## config.mk

```make
export PLATFORM = sky130hd
export DESIGN_NAME = osc_dac_loader
export DESIGN_NICKNAME = d
export VERILOG_FILES = /design/src/rtl/loader_pkg.sv /design/src/rtl/loader_slot.sv /design/src/rtl/loader_tick.sv /design/src/rtl/loader_engine.sv /design/src/rtl/osc_dac_loader.sv
export SDC_FILE = /design/constraint.sdc
export NUM_CORES = 1
export LEC_CHECK = 0
export BUFFER_PORTS_ARGS = -buffer_cell sky130_fd_sc_hd__buf_2
export CAP_MARGIN = 20
export CORE_MARGIN = 2
export CORE_UTILIZATION = 30
export CTS_CLUSTER_SIZE = 14
export DETAILED_ROUTE_END_ITERATION = 10
export PLACE_DENSITY = 0.57
export SLEW_MARGIN = 20
export SYNTH_ARGS = -nofsm -noshare
export SYNTH_HDL_FRONTEND = slang
export SYNTH_HIERARCHICAL = 1
export SYNTH_SLANG_ARGS = --single-unit
```

## constraint.sdc

```tcl
create_clock -name clk -period 2.55 [get_ports clk]
set_input_delay 0.3825 -clock clk [delete_from_list [all_inputs] [get_ports clk]]
set_output_delay 0.3825 -clock clk [all_outputs]
set_load 0.02 [all_outputs]
```

## src/rtl/loader_pkg.sv

```systemverilog
package loader_pkg;
  localparam int TW_W    = 32;
  localparam int LVL_W   = 12;
  localparam int FRAME_W = 16;
  localparam logic [TW_W-1:0]  NCO_INIT = 32'h447A_E147;
  localparam logic [LVL_W-1:0] DAC_INIT = 12'd2783;

  typedef enum logic [3:0] {
    ST_IDLE, ST_PARK, ST_SEL, ST_SHIFT, ST_TAIL,
    ST_XLO, ST_XHI, ST_REL, ST_FIN
  } step_e;

  // DAC frame: don't-care pad bits (sent as zero) ahead of the level
  function automatic logic [FRAME_W-1:0] dac_frame(input logic [LVL_W-1:0] lvl);
    return {{(FRAME_W-LVL_W){1'b0}}, lvl};
  endfunction

  // Left-aligned shift image of either payload
  function automatic logic [TW_W-1:0] shift_image(input logic is_dac,
                                                  input logic [LVL_W-1:0] lvl,
                                                  input logic [TW_W-1:0] word);
    if (is_dac) return {dac_frame(lvl), {(TW_W-FRAME_W){1'b0}}};
    return word;
  endfunction
endpackage

```

## src/rtl/loader_slot.sv

```systemverilog
module loader_slot #(
  parameter int W = 8,
  parameter logic [W-1:0] INIT = '0
) (
  input  logic         clk,
  input  logic         rst_n,
  input  logic         set,
  input  logic [W-1:0] val,
  input  logic         take,
  output logic         pend,
  output logic [W-1:0] word
);
  always_ff @(posedge clk or negedge rst_n) begin
    if (!rst_n) begin
      pend <= 1'b1;
      word <= INIT;
    end else if (set) begin
      pend <= 1'b1;
      word <= val;
    end else if (take) begin
      pend <= 1'b0;
    end
  end
endmodule

```

## src/rtl/loader_tick.sv

```systemverilog
module loader_tick #(
  parameter int DIV = 4
) (
  input  logic clk,
  input  logic rst_n,
  input  logic run,
  output logic tick
);
  localparam int CW = (DIV > 1) ? $clog2(DIV) : 1;
  localparam logic [CW-1:0] LAST = CW'(DIV - 1);
  logic [CW-1:0] cnt;

  always_ff @(posedge clk or negedge rst_n) begin
    if (!rst_n)           cnt <= '0;
    else if (!run)        cnt <= '0;
    else if (cnt == LAST) cnt <= '0;
    else                  cnt <= cnt + 1'b1;
  end

  assign tick = run && (cnt == LAST);
endmodule

```

## src/rtl/loader_engine.sv

```systemverilog
module loader_engine
  import loader_pkg::*;
(
  input  logic             clk,
  input  logic             rst_n,
  input  logic             tick,
  input  logic             ext_busy,
  input  logic             dac_pend,
  input  logic [LVL_W-1:0] dac_word,
  input  logic             nco_pend,
  input  logic [TW_W-1:0]  nco_word,
  output logic             dac_take,
  output logic             nco_take,
  output logic             launch,
  output logic             busy,
  output logic             done,
  output logic             sclk,
  output logic             sdata,
  output logic             nco_sel_n,
  output logic             dac_sel_n,
  output logic             nco_xfer_n
);
  localparam int BW = $clog2(TW_W);

  step_e           st;
  logic            is_dac;
  logic            half;
  logic [BW-1:0]   bits;
  logic [TW_W-1:0] shreg;

  assign launch   = (st == ST_IDLE) && !ext_busy && (dac_pend || nco_pend);
  assign dac_take = launch && dac_pend;
  assign nco_take = launch && !dac_pend;
  assign busy     = (st != ST_IDLE);

  always_ff @(posedge clk or negedge rst_n) begin
    if (!rst_n) begin
      st     <= ST_IDLE;
      is_dac <= 1'b0;
      half   <= 1'b0;
      bits   <= '0;
      shreg  <= '0;
      done   <= 1'b0;
    end else begin
      done <= 1'b0;
      if (launch) begin
        is_dac <= dac_pend;
        shreg  <= shift_image(dac_pend, dac_word, nco_word);
        bits   <= dac_pend ? BW'(FRAME_W - 1) : BW'(TW_W - 1);
        half   <= 1'b0;
        st     <= dac_pend ? ST_PARK : ST_SEL;
      end else if (tick) begin
        case (st)
          ST_PARK:  st <= ST_SEL;
          ST_SEL:   st <= ST_SHIFT;
          ST_SHIFT: begin
            if (!half) begin
              half <= 1'b1;
            end else begin
              half  <= 1'b0;
              shreg <= shreg << 1;
              if (bits == '0) st <= ST_TAIL;
              else            bits <= bits - 1'b1;
            end
          end
          ST_TAIL:  st <= is_dac ? ST_REL : ST_XLO;
          ST_XLO:   st <= ST_XHI;
          ST_XHI:   st <= ST_REL;
          ST_REL:   st <= ST_FIN;
          ST_FIN: begin
            st   <= ST_IDLE;
            done <= 1'b1;
          end
          default:  st <= ST_IDLE;
        endcase
      end
    end
  end

  // Bus line decode: the DAC frame holds the clock high outside its low phase
  always_comb begin
    sclk = 1'b0;
    if (st == ST_SHIFT)
      sclk = is_dac ? !half : half;
    else if (is_dac && (st == ST_PARK || st == ST_SEL || st == ST_TAIL || st == ST_REL))
      sclk = 1'b1;
  end

  assign sdata      = (st == ST_SHIFT) && shreg[TW_W-1];
  assign nco_sel_n  = !(!is_dac && (st == ST_SEL || st == ST_SHIFT || st == ST_TAIL ||
                                    st == ST_XLO || st == ST_XHI));
  assign dac_sel_n  = !(is_dac && (st == ST_SEL || st == ST_SHIFT || st == ST_TAIL));
  assign nco_xfer_n = (st != ST_XLO);
endmodule

```

## src/rtl/osc_dac_loader.sv

```systemverilog
module osc_dac_loader
  import loader_pkg::*;
#(
  parameter int DIV = 4
) (
  input  logic             clk,
  input  logic             rst_n,
  input  logic             nco_start,
  input  logic [TW_W-1:0]  nco_word,
  input  logic             dac_start,
  input  logic [LVL_W-1:0] dac_level,
  input  logic             ext_busy,
  output logic             busy,
  output logic             sclk,
  output logic             sdata,
  output logic             nco_sel_n,
  output logic             nco_xfer_n,
  output logic             dac_sel_n,
  output logic             done
);
  logic             tick_w, launch_w, step_w;
  logic             dac_pend, nco_pend, dac_take, nco_take;
  logic [LVL_W-1:0] dac_q;
  logic [TW_W-1:0]  nco_q;

  loader_slot #(.W(LVL_W), .INIT(DAC_INIT)) u_dac_slot (
    .clk(clk), .rst_n(rst_n), .set(dac_start), .val(dac_level),
    .take(dac_take), .pend(dac_pend), .word(dac_q));

  loader_slot #(.W(TW_W), .INIT(NCO_INIT)) u_nco_slot (
    .clk(clk), .rst_n(rst_n), .set(nco_start), .val(nco_word),
    .take(nco_take), .pend(nco_pend), .word(nco_q));

  loader_tick #(.DIV(DIV)) u_tick (
    .clk(clk), .rst_n(rst_n), .run(busy), .tick(tick_w));

  loader_engine u_eng (
    .clk(clk), .rst_n(rst_n), .tick(tick_w), .ext_busy(ext_busy),
    .dac_pend(dac_pend), .dac_word(dac_q), .nco_pend(nco_pend), .nco_word(nco_q),
    .dac_take(dac_take), .nco_take(nco_take), .launch(launch_w), .busy(busy),
    .done(done), .sclk(sclk), .sdata(sdata), .nco_sel_n(nco_sel_n),
    .dac_sel_n(dac_sel_n), .nco_xfer_n(nco_xfer_n));

  // Any event that may move a bus line
  assign step_w = tick_w || launch_w;
endmodule

```

Word level (Yosys, flattened, before mapping):

Index checks and enable logic that the tools add are counted.

* input bits: 49
* word-level logic and storage cells: 98
* register bits: 92

* multiplexer cells: 37
* reductions and logical operators: 35
* eq/ne operators: 13
* add/subtract/negate cells: 2

Operators by type and width (count)
* $mux W32: 6
* $mux W5: 6
* $pmux W4 S7: 1
* $eq A4 B3 Y1 const B: 4
* $mux W1: 16
* $mux W4: 4
* $reduce_bool A2 Y1: 5
* $logic_and A1 B1 Y1: 9
* $eq A4 B2 Y1 const B: 2
* $logic_or A1 B1 Y1: 8
* $mux W2: 4
* $logic_not A1 Y1: 6
* $ne A3 B1 Y1 const B: 2
* $reduce_and A3 Y1: 2
* $logic_not A5 Y1: 1
* $sub A5 B1 Y5 const B: 1
* $eq A4 B1 Y1 const B: 1
* $eq A4 B4 Y1 const B: 1
* $logic_not A4 Y1: 1
* $ne A4 B3 Y1 const B: 1
* $reduce_and A4 Y1: 1
* $reduce_bool A4 Y1: 1
* $add A2 B1 Y2 const B: 1
* $eq A2 B2 Y1 const B: 1
* other kinds (2): 2

Longest topological paths before layout:

Gate-level depths: netlist of the first run.

* depth after elaboration: 7
* depth in mapped cells: 9
* gate-level depth less buffers: 6

Cells and area by module:

Netlist of the first run, hierarchy kept.

By module, submodules not included
* loader_engine: area an instance 2478.6 um^2, cells an instance 263, instances 1, sequential area each 1101.1 um^2
* loader_slot (u_nco_slot): area an instance 1397.6 um^2, cells an instance 71, instances 1, sequential area each 845.8 um^2
* loader_slot (u_dac_slot): area an instance 530.5 um^2, cells an instance 28, instances 1, sequential area each 337.8 um^2
* loader_tick: area an instance 88.8 um^2, cells an instance 6, instances 1, sequential area each 50.0 um^2

Worst setup path after synthesis of the first run:

OpenSTA, ideal clock, no wires.

* path type: reg-to-reg
* from: register u_eng.st[3]
* to: register u_eng.shreg[17]
* setup slack: 0.092 ns
* data arrival time: 2.333 ns
* cell stages (with the launch flop): 9
* data required time: 2.425 ns
* setup time: 0.125 ns
* cell sequence: dfrtp_1 -> or4_1 -> buf_2 -> clkbuf_1 -> and2_1 -> nand2_1 -> o22ai_2 -> buf_2 -> mux2_2

RTL lines
* start: declaration: RTL line loader_engine.sv:25 `step_e st;`
* start signal: assignment: RTL line loader_engine.sv:51 `st <= dac_pend ? ST_PARK : ST_SEL;`
* start signal: assignment: RTL line loader_engine.sv:66 `ST_TAIL: st <= is_dac ? ST_REL : ST_XLO;`
* $reduce_bool A4 Y1: RTL line loader_engine.sv:34 `assign busy = (st != ST_IDLE);`
* via busy: RTL line osc_dac_loader.sv:13 `output logic busy,`
* $logic_and A1 B1 Y1: RTL line loader_tick.sv:20 `assign tick = run && (cnt == LAST);`
* via tick_w: RTL line osc_dac_loader.sv:21 `logic tick_w, launch_w, step_w;`
* $reduce_bool A2 Y1 (no source line)
* $reduce_and A3 Y1 (no source line)
* end signal: assignment: RTL line loader_engine.sv:48 `shreg <= shift_image(dac_pend, dac_word, nco_word);`
* end signal: assignment: RTL line loader_engine.sv:61 `shreg <= shreg << 1;`
* end: declaration: RTL line loader_engine.sv:29 `logic [TW_W-1:0] shreg;`

The timed path passes the listed nets, and every way through them passes these cells.
A chain may end at the register's enable or synchronous reset.

Final worst setup path of the first run:

* from: register u_eng.st[3]
* to: register u_eng.shreg[14]

* longest elaborated chain between the ends: 5

Ends and longest elaborated chain
* $logic_not A4 Y1: RTL line loader_engine.sv:31 `assign launch = (st == ST_IDLE) && !ext_busy && (dac_pend || nco_pend);`
* $logic_and A1 B1 Y1 (2 in series): RTL line loader_engine.sv:31
* $reduce_bool A2 Y1 (no source line)
* $reduce_and A3 Y1 (no source line)

Parallel ways exist; a longest one is shown, timed or not.

==> flow_summary.rst, run 1 <==
.. list-table::
   :header-rows: 1

   * - Metric
     - Value
   * - Status
     - complete, no violations
   * - Yosys reg bits
     - ~90
   * - Die outline area
     - 0.01598 mm²
   * - Commonest non-fill, non-tap cells in the layout
     - 66 x sky130_fd_sc_hd__dfrtp_1, 54 x sky130_fd_sc_hd__buf_2, 38 x sky130_fd_sc_hd__mux2_4, 26 x sky130_fd_sc_hd__dfstp_2, 26 x sky130_fd_sc_hd__nand2_1
   * - Start point of the critical path
     - u_eng/st[3]$_DFFE_PN0P_
   * - Final setup fails
     - 0
   * - Filler cells
     - between 1000 and 1500
   * - Routed length on met1
     - approximately 4400 µm
   * - Final Total Pwr
     - approximately 4.9 mW
   * - Die Y
     - ~130 µm
   * - IR drop worst, VDD
     - 0.0002857 V
   * - Post-Syn Nets
     - roughly 420
   * - Largest net degree at the start of global routing
     - 46
   * - Cell area reported after detailed placement
     - around 0.0049 mm²
   * - Transition time at the pin with the least slew margin
     - 0.6845 ns
   * - Number of design-rule violations left by the first detailed-router iteration
     - roughly 160
   * - Final antenna-violating net count
     - 0
   * - Synthesized instance count
     - around 370
   * - Overall die width
     - roughly 130 µm
   * - Max Clk Rate
     - around 430 MHz
   * - Yosys cell types
     - 53
   * - Pleak
     - roughly 2.3 nW
   * - Top layer reached by signal wires
     - met4
   * - Number of buffers created by CTS
     - 9
   * - Detailed placer's ending HPWL
     - 5905 µm
   * - Final min period
     - 2.321 ns
   * - I/O pins
     - between 50 and 60
   * - Starting density of the core
     - 0.3081
   * - Routed wl met2
     - ~3900 µm
   * - Root buffer cell
     - sky130_fd_sc_hd__clkbuf_16
   * - Critical path capture point
     - u_eng/shreg[14]$_DFFE_PN0P_
   * - Number of max-capacitance violations reported
     - 0
   * - Core footprint
     - approximately 0.015 mm²
   * - FF-to-FF Start
     - u_eng/st[3]$_DFFE_PN0P_
   * - Via count of the first global-routing pass
     - ~2900
   * - Maximum clock path buffer count
     - 2
   * - Async S/R FF share, synth
     - 1.000
   * - Worst path max stage delay
     - 0.61 ns
   * - Arrival time at the worst endpoint
     - 2.58 ns
   * - Mean post-synth cell area
     - between 10 and 15 µm²
   * - Startpoint type of the worst setup path
     - register
   * - Reg2Reg Setup Slack
     - between 0.2 and 0.25 ns
   * - Total number of vias
     - about 2800
   * - Critical Path, Cell by Cell
     - or4_1 -> buf_4 -> o22ai_4 -> buf_12 -> nor2_1 -> a31oi_1
   * - Number of setup buffers added after CTS
     - 0
   * - Final slew viol count
     - 0
   * - Relative slew slack
     - 0.5436
   * - Average routed wire per standard cell
     - roughly 15 µm
   * - Tcrit/Tclk final
     - 0.9101
   * - Clock net sink count
     - a little over 90
   * - Layout area overhead
     - 16.00%
   * - Crit path capture type
     - register
   * - CTS hold repair buffers
     - 0
   * - Crit Path Category
     - register to register
   * - Standard-cell rows
     - 44
   * - Power density over cell area
     - 941.1 mW/mm²
   * - Total Neg Setup Slack
     - 0 ns
   * - Number of buffer cells added on primary ports
     - 55
   * - Antenna cells
     - 0
   * - Cell Area, Synth
     - between 0.004 and 0.005 mm²
   * - Post-layout nets
     - between 400 and 500
   * - Wire length of the first global-routing pass
     - 14930 µm
   * - Minimum hold slack
     - 0.03971 ns
   * - Data required time at the worst endpoint
     - approximately 2.8 ns
   * - Leading cell type in the layout, fill and taps excluded
     - sky130_fd_sc_hd__dfrtp_1
   * - Sequential share of the synthesized area
     - 0.5193
   * - Final estimated routing congestion in global placement
     - 0.8013
   * - Number of iterations in the first detailed-routing pass
     - 5
   * - GRT Util Overall
     - 0.1170
   * - Largest fanout on the critical path
     - 39
   * - Class of the worst hold path
     - primary input to asynchronous set/reset pin
   * - Slowest library cell on the worst path
     - sky130_fd_sc_hd__or4_1
   * - Critical R2R Capture
     - u_eng/shreg[14]$_DFFE_PN0P_
   * - Aggregate global routing overflow
     - 0
   * - Final Cell Area
     - about 0.0052 mm²
   * - Met3 routed WL
     - about 330 µm
   * - Post-Route WL
     - a little under 9000 µm
   * - Clk Latency, worst-skew pair
     - 0.34 ns
   * - Via/cell ratio
     - between 4 and 5
   * - Synthesis Warnings
     - 6
   * - Worst r2r path cells
     - 6
   * - Count of flip-flops with a built-in enable after synthesis
     - 0
   * - Final Hold Violating Endpoints
     - 0
   * - Worst-path clk slew
     - about 0.060 ns
   * - Top FF cell, synth
     - sky130_fd_sc_hd__dfrtp_1
   * - Unrepaired setup endpoints after global routing
     - false
   * - Antenna violations before repair
     - 0
   * - Share of post-route cells with drive strength above 1
     - 0.3886
   * - Count of H-tree levels built during CTS
     - 3
   * - Count of unresolved DRC violations after routing
     - 0
   * - Worst setup skew after layout
     - ~0.0055 ns
   * - Post-cts gate resize count
     - 0
   * - Clock tree from TritonCTS
     - built
[synthesized netlist by cell type, types with 3 or more instances]
cell type | number | share of area
sky130_fd_sc_hd__a21oi_1 | 6 | 0.0067
sky130_fd_sc_hd__a31oi_1 | 19 | 0.026
sky130_fd_sc_hd__and2_1 | 4 | 0.0056
sky130_fd_sc_hd__buf_12 | 3 | 0.013
sky130_fd_sc_hd__buf_2 | 7 | 0.0078
sky130_fd_sc_hd__buf_6 | 4 | 0.010
sky130_fd_sc_hd__clkbuf_1 | 13 | 0.011
sky130_fd_sc_hd__dfrtp_1 | 66 | 0.37
sky130_fd_sc_hd__dfstp_2 | 26 | 0.15
sky130_fd_sc_hd__inv_1 | 11 | 0.0092
sky130_fd_sc_hd__mux2_2 | 14 | 0.035
sky130_fd_sc_hd__mux2_4 | 38 | 0.13
sky130_fd_sc_hd__mux2i_1 | 17 | 0.038
sky130_fd_sc_hd__nand2_1 | 26 | 0.022
sky130_fd_sc_hd__nand3_1 | 5 | 0.0056
sky130_fd_sc_hd__nand3b_1 | 19 | 0.032
sky130_fd_sc_hd__nor2_1 | 25 | 0.021
sky130_fd_sc_hd__nor3_1 | 5 | 0.0056
sky130_fd_sc_hd__o21ai_0 | 17 | 0.019
sky130_fd_sc_hd__xnor2_1 | 3 | 0.0058
[area by class of cell]
| type | instances | area (µm²) | share of cell area |
|---|---|---|---|
| tap | 184 | 230.2 | 0.04415 |
| clock inverter | 3 | 40.04 | 0.007678 |
| clock buffer | 13 | 240.2 | 0.04607 |
| inverter | 12 | 50.05 | 0.009597 |
| timing repair buffer | 66 | 397.9 | 0.07630 |
| multi-input combinational | 236 | 1922 | 0.3685 |
| sequential | 92 | 2335 | 0.4477 |
[layer usage]
metal,track usage,vias to the layer above
li1,-,1394
met1,0.1655,1374
met2,0.1699,64
met3,0.02193,13
met4,0.06206,0
met5,0,-
[how the worst min path moves through the flow]
stage                      from                         endpoint  slack, ns  depth (start not counted)
after floorplan           rst_n  u_dac_slot/word[10]$_DFFE_PN0P_       0.09                          0
after global placement    rst_n             u_eng/done$_DFF_PN0_       0.43                          1
after detailed placement  rst_n             u_eng/done$_DFF_PN0_       0.43                          1
after CTS                 rst_n             u_eng/done$_DFF_PN0_       0.06                          1
after global routing      rst_n             u_eng/done$_DFF_PN0_       0.09                          1
final                     rst_n             u_eng/done$_DFF_PN0_       0.04                          1
[critical path, delay by kind of cell, from the launching register on]
family          cells  cell delay (ns)
simple gates        2             0.68
compound gates      2             0.60
buf+inv             2             0.49
flops               1             0.45
[registers in the layout, indices dropped and copies added, names as in the netlist]
| register | count |
|---|---|
| u_eng/shreg | 32 |
| u_nco_slot/word | 32 |
| u_dac_slot/word | 12 |
| u_eng/bits | 5 |
| u_eng/st | 4 |
| u_tick/cnt | 2 |
| u_dac_slot/pend | 1 |
| u_eng/done | 1 |
| u_eng/half | 1 |
| u_eng/is_dac | 1 |
| u_nco_slot/pend | 1 |
[logic make-up (layout without fill, tap and decap cells)]
kind of cell             after synthesis  count (layout)  synth area share
multiplexers                          71              71            0.2048
buffers and inverters                 40              94           0.05483
XOR/XNOR                               4               4          0.007794
AO/OA/AOI/OAI                         60              60           0.08934
AND/OR/NAND/NOR                       99              99            0.1183
adder cells (fa/ha/maj)                2               2          0.005565
flip-flops                            92              92            0.5193
[stage by stage]
stage / util / cells / setup slack, ns
floorplan: - / 368 / 0.09204
global placement: 0.3383 / 590 / 0.3025
detailed placement: 0.3383 / 590 / 0.2191
CTS: 0.3575 / 606 / 0.1962
global route: 0.3575 / 606 / 0.05202
finish: 0.3575 / 606 / 0.2292
[power by group]
part | leakage [nW] | switching, mW | internal [mW] | total [mW]
Combinational | 1.15 | 0.819 | 0.725 | 1.54
Clock | 0.138 | 0.527 | 0.757 | 1.28
Sequential | 1.04 | 0.213 | 1.87 | 2.08
Total | 2.34 | 1.56 | 3.35 | 4.91
Power figures use the tool's default switching activity.
==> run 2: changes to the inputs <==
ABC_AREA = 1   (was default)
CORE_MARGIN = 8   (was 2)
==> run 2 against run 1 <==
Final cell count up 37%. Maximum frequency grew 8.0%. Sequential power barely moved. Critical path depth grew 6. Synthesized cell count up 63%. Final area is essentially flat. Synthesized area increased by 2.8%.
==> flow_summary.rst, run 2 <==
.. list-table::
   :header-rows: 1

   * - Metric
     - Value
   * - GRT Util Overall
     - 0.1078
   * - Power density over cell area
     - roughly 930 mW/mm²
   * - Via count of the first global-routing pass
     - 3583
   * - Worst setup margin
     - 0.4007 ns
   * - I/O pins
     - between 50 and 60
   * - Wire length of the first global-routing pass
     - around 17000 µm
   * - Post-cts gate resize count
     - 0
   * - Sequential share of the synthesized area
     - 0.5053
   * - Number of buffers created by CTS
     - 9
   * - Top layer reached by signal wires
     - met4
   * - Routed wl met2
     - around 4500 µm
   * - Antenna violations before repair
     - 0
   * - Aggregate global routing overflow
     - 0
   * - Core footprint
     - between 0.015 and 0.02 mm²
   * - Arrival time at the worst endpoint
     - 2.38 ns
   * - Crit path capture type
     - register
   * - Relative slew slack
     - 0.5798
   * - Yosys cell types
     - 28
   * - Number of buffer cells added on primary ports
     - 55
   * - Cell Area, Synth
     - ~0.0046 mm²
   * - Antenna cells
     - 0
   * - Startpoint type of the worst setup path
     - register
   * - Die outline area
     - approximately 0.020 mm²
   * - Largest net degree at the start of global routing
     - 54
   * - Largest fanout on the critical path
     - 32
   * - Number of placed instances with taps included
     - 817
   * - Post-synthesis simple-gate area fraction
     - 0.3734
   * - Root buffer cell
     - sky130_fd_sc_hd__clkbuf_16
   * - Filler cells
     - approximately 1600
   * - Number of design-rule violations left by the first detailed-router iteration
     - around 240
   * - Layout area overhead
     - 12.78%
   * - Transition time at the pin with the least slew margin
     - about 0.63 ns
   * - Yosys reg bits
     - about 90
   * - Async S/R FF share, synth
     - 1.000
   * - Clock tree from TritonCTS
     - built
   * - Reg area
     - ~0.0023 mm²
   * - Adder-cell area share of the yosys netlist
     - 0.005416
   * - Worst slack, placed
     - slightly above 0.4 ns
   * - IR drop worst, VDD
     - ~0.00034 V
   * - Post-Syn Nets
     - 651
   * - Commonest non-fill, non-tap cells in the layout
     - 325 x sky130_fd_sc_hd__nand2_1, 66 x sky130_fd_sc_hd__dfrtp_1, 58 x sky130_fd_sc_hd__nand3_1, 54 x sky130_fd_sc_hd__buf_2, 26 x sky130_fd_sc_hd__dfstp_2
   * - Top area cells in the synthesized netlist
     - sky130_fd_sc_hd__dfrtp_1 36%, sky130_fd_sc_hd__nand2_1 26%, sky130_fd_sc_hd__dfstp_2 15%
   * - Max Clk Rate
     - approximately 470 MHz
   * - Final antenna-violating net count
     - 0
   * - Count of H-tree levels built during CTS
     - 3
   * - Total Neg Setup Slack
     - 0 ns
   * - Tcrit/Tclk final
     - 0.8428
   * - Total number of vias
     - around 3700
   * - Synthesized-area fraction occupied by ao, oa, aoi and oai cells
     - 0.03520
   * - Final estimated routing congestion in global placement
     - a little over 0.8
   * - Synthesis Warnings
     - 6
   * - Worst setup skew after layout
     - 0.008054 ns
   * - Count of flip-flops with a built-in enable after synthesis
     - 0
   * - Minimum hold slack
     - around 0.018 ns
   * - Final Hold Violating Endpoints
     - 0
   * - Worst-path clk slew
     - 0.06 ns
   * - Final std cells w/o fill
     - between 800 and 900
   * - CTS hold repair buffers
     - 0
   * - Cell area reported after detailed placement
     - 0.004940 mm²
   * - Final Total Pwr
     - around 4.9 mW
   * - Share of the synthesized netlist area taken by xor and xnor gates
     - 0.001895
   * - Clk Latency, worst-skew pair
     - between 0.3 and 0.4 ns
   * - Final core area utilization
     - 0.3441
   * - Average routed wire per standard cell
     - roughly 12 µm
   * - Number of setup buffers added after CTS
     - 0
   * - Via/cell ratio
     - about 4.4
   * - Synthesized instance count
     - 600
   * - Top FF cell, synth
     - sky130_fd_sc_hd__dfrtp_1
   * - Largest registers
     - u_eng/shreg (32), u_nco_slot/word (32), u_dac_slot/word (12)
   * - Unrepaired setup endpoints after global routing
     - false
   * - Class of the worst hold path
     - primary input to asynchronous set/reset pin
   * - Pleak
     - between 2 and 3 nW
   * - Post-layout nets
     - between 600 and 700
   * - Data required time at the worst endpoint
     - 2.78 ns
   * - Post-synth top area share
     - 0.3574
   * - Routed length on met1
     - 5081 µm
   * - Final Cell Area
     - roughly 0.0052 mm²
   * - Leading cell type in the layout, fill and taps excluded
     - sky130_fd_sc_hd__nand2_1
   * - Biggest area consumer among synthesized cells
     - sky130_fd_sc_hd__dfrtp_1
   * - Number of max-capacitance violations reported
     - 0
   * - Multiplexer share of the synthesized area
     - 0
   * - Mean post-synth cell area
     - between 7 and 8 µm²
   * - Number of iterations in the first detailed-routing pass
     - 4
   * - Share of post-route cells with drive strength above 1
     - 0.1984
   * - Largest family of logic cells by synthesized area
     - simple AND/OR/NAND/NOR gates
   * - Standard-cell rows
     - 45
   * - Final setup fails
     - 0
   * - Met3 routed WL
     - 291 µm
   * - Post-Route WL
     - ~10000 µm
   * - Overall die width
     - roughly 140 µm
   * - Detailed placer's ending HPWL
     - 7043 µm
   * - Crit Path Category
     - register to register
   * - Starting density of the core
     - 0.3051
   * - Die Y
     - approximately 140 µm
   * - Final slew viol count
     - 0
   * - Most used standard cell by instance count after synthesis
     - sky130_fd_sc_hd__nand2_1
   * - Leading post-synthesis cells by instance count
     - 325 x sky130_fd_sc_hd__nand2_1, 66 x sky130_fd_sc_hd__dfrtp_1, 58 x sky130_fd_sc_hd__nand3_1
   * - Count of unresolved DRC violations after routing
     - 0
   * - Final min period
     - 2.149 ns
   * - Status
     - complete, no violations
   * - Maximum clock path buffer count
     - 2
   * - Area of combinational cells with multiple inputs
     - 0.001922 mm²
   * - Clock net sink count
     - between 90 and 100
run 2: cell types whose count changed after synthesis, sizes merged, moves of 10 or more:
cell    before  now
mux2        54    0
nor2        26   10
nand3        5   58
inv         11   28
o21ai       17   27
nand2       26  340
a31oi       19    0
mux2i       17    0
buf         15   25
nand3b      19    0
run 2: power by group:
group	internal [mW]	leakage (nW)	switching [mW]
Combinational	0.531	1.57	1.03
Sequential	1.83	1.13	0.244
Clock	0.687	0.137	0.538
Total	3.05	2.83	1.82
run 2: cell families after synthesis:
logic type,count (synthesis)
flip-flops,92
XOR/XNOR,1
AND/OR/NAND/NOR,414
adder cells (fa/ha/maj),2
buffers and inverters,60
AO/OA/AOI/OAI,31
run 2: layer usage:
| metal | GRT usage | vias up |
|---|---|---|
| li1 | - | 1941 |
| met1 | 0.1434 | 1681 |
| met2 | 0.1668 | 65 |
| met3 | 0.02582 | 10 |
| met4 | 0.04000 | 0 |
| met5 | 0 | - |
run 2: worst paths after layout:
path                                                 start                         endpoint  slack [ns]  cells past startpoint
min in group clk                              nco_word[19]  u_nco_slot/word[19]$_DFFE_PN1P_        0.23                      3
setup / recovery                   u_eng/st[2]$_DFFE_PN0P_      u_eng/shreg[21]$_DFFE_PN0P_        0.40                     12
setup reg to reg                   u_eng/st[2]$_DFFE_PN0P_      u_eng/shreg[21]$_DFFE_PN0P_        0.40                     12
hold / removal                                       rst_n   u_nco_slot/word[4]$_DFFE_PN0P_        0.02                      1
max in group asynchronous                            rst_n   u_dac_slot/word[6]$_DFFE_PN1P_        1.82                      2
hold reg to reg            u_nco_slot/word[26]$_DFFE_PN1P_  u_nco_slot/word[26]$_DFFE_PN1P_        0.46                      2
run 2: critical path: stages (launching register included):
cell and delay, ns:
sky130_fd_sc_hd__dfrtp_1 0.39, sky130_fd_sc_hd__inv_1 0.11, sky130_fd_sc_hd__nand2_1 0.13, sky130_fd_sc_hd__nor2_4 0.28, sky130_fd_sc_hd__inv_1 0.13, sky130_fd_sc_hd__nand2_1 0.08
sky130_fd_sc_hd__inv_1 0.03, sky130_fd_sc_hd__inv_1 0.16, sky130_fd_sc_hd__nor2_8 0.07, sky130_fd_sc_hd__nand2_4 0.17, sky130_fd_sc_hd__nand2_4 0.26, sky130_fd_sc_hd__nand2_1 0.17
sky130_fd_sc_hd__nand2_1 0.06
run 2: layout make-up:
type	count	area share
Multi-Input combinational cell	448	0.3688
Sequential cell	92	0.4480
Clock inverter	4	0.004802
Timing Repair Buffer	61	0.06435
Clock buffer	12	0.04730
Tap cell	188	0.04514
Inverter	28	0.02161
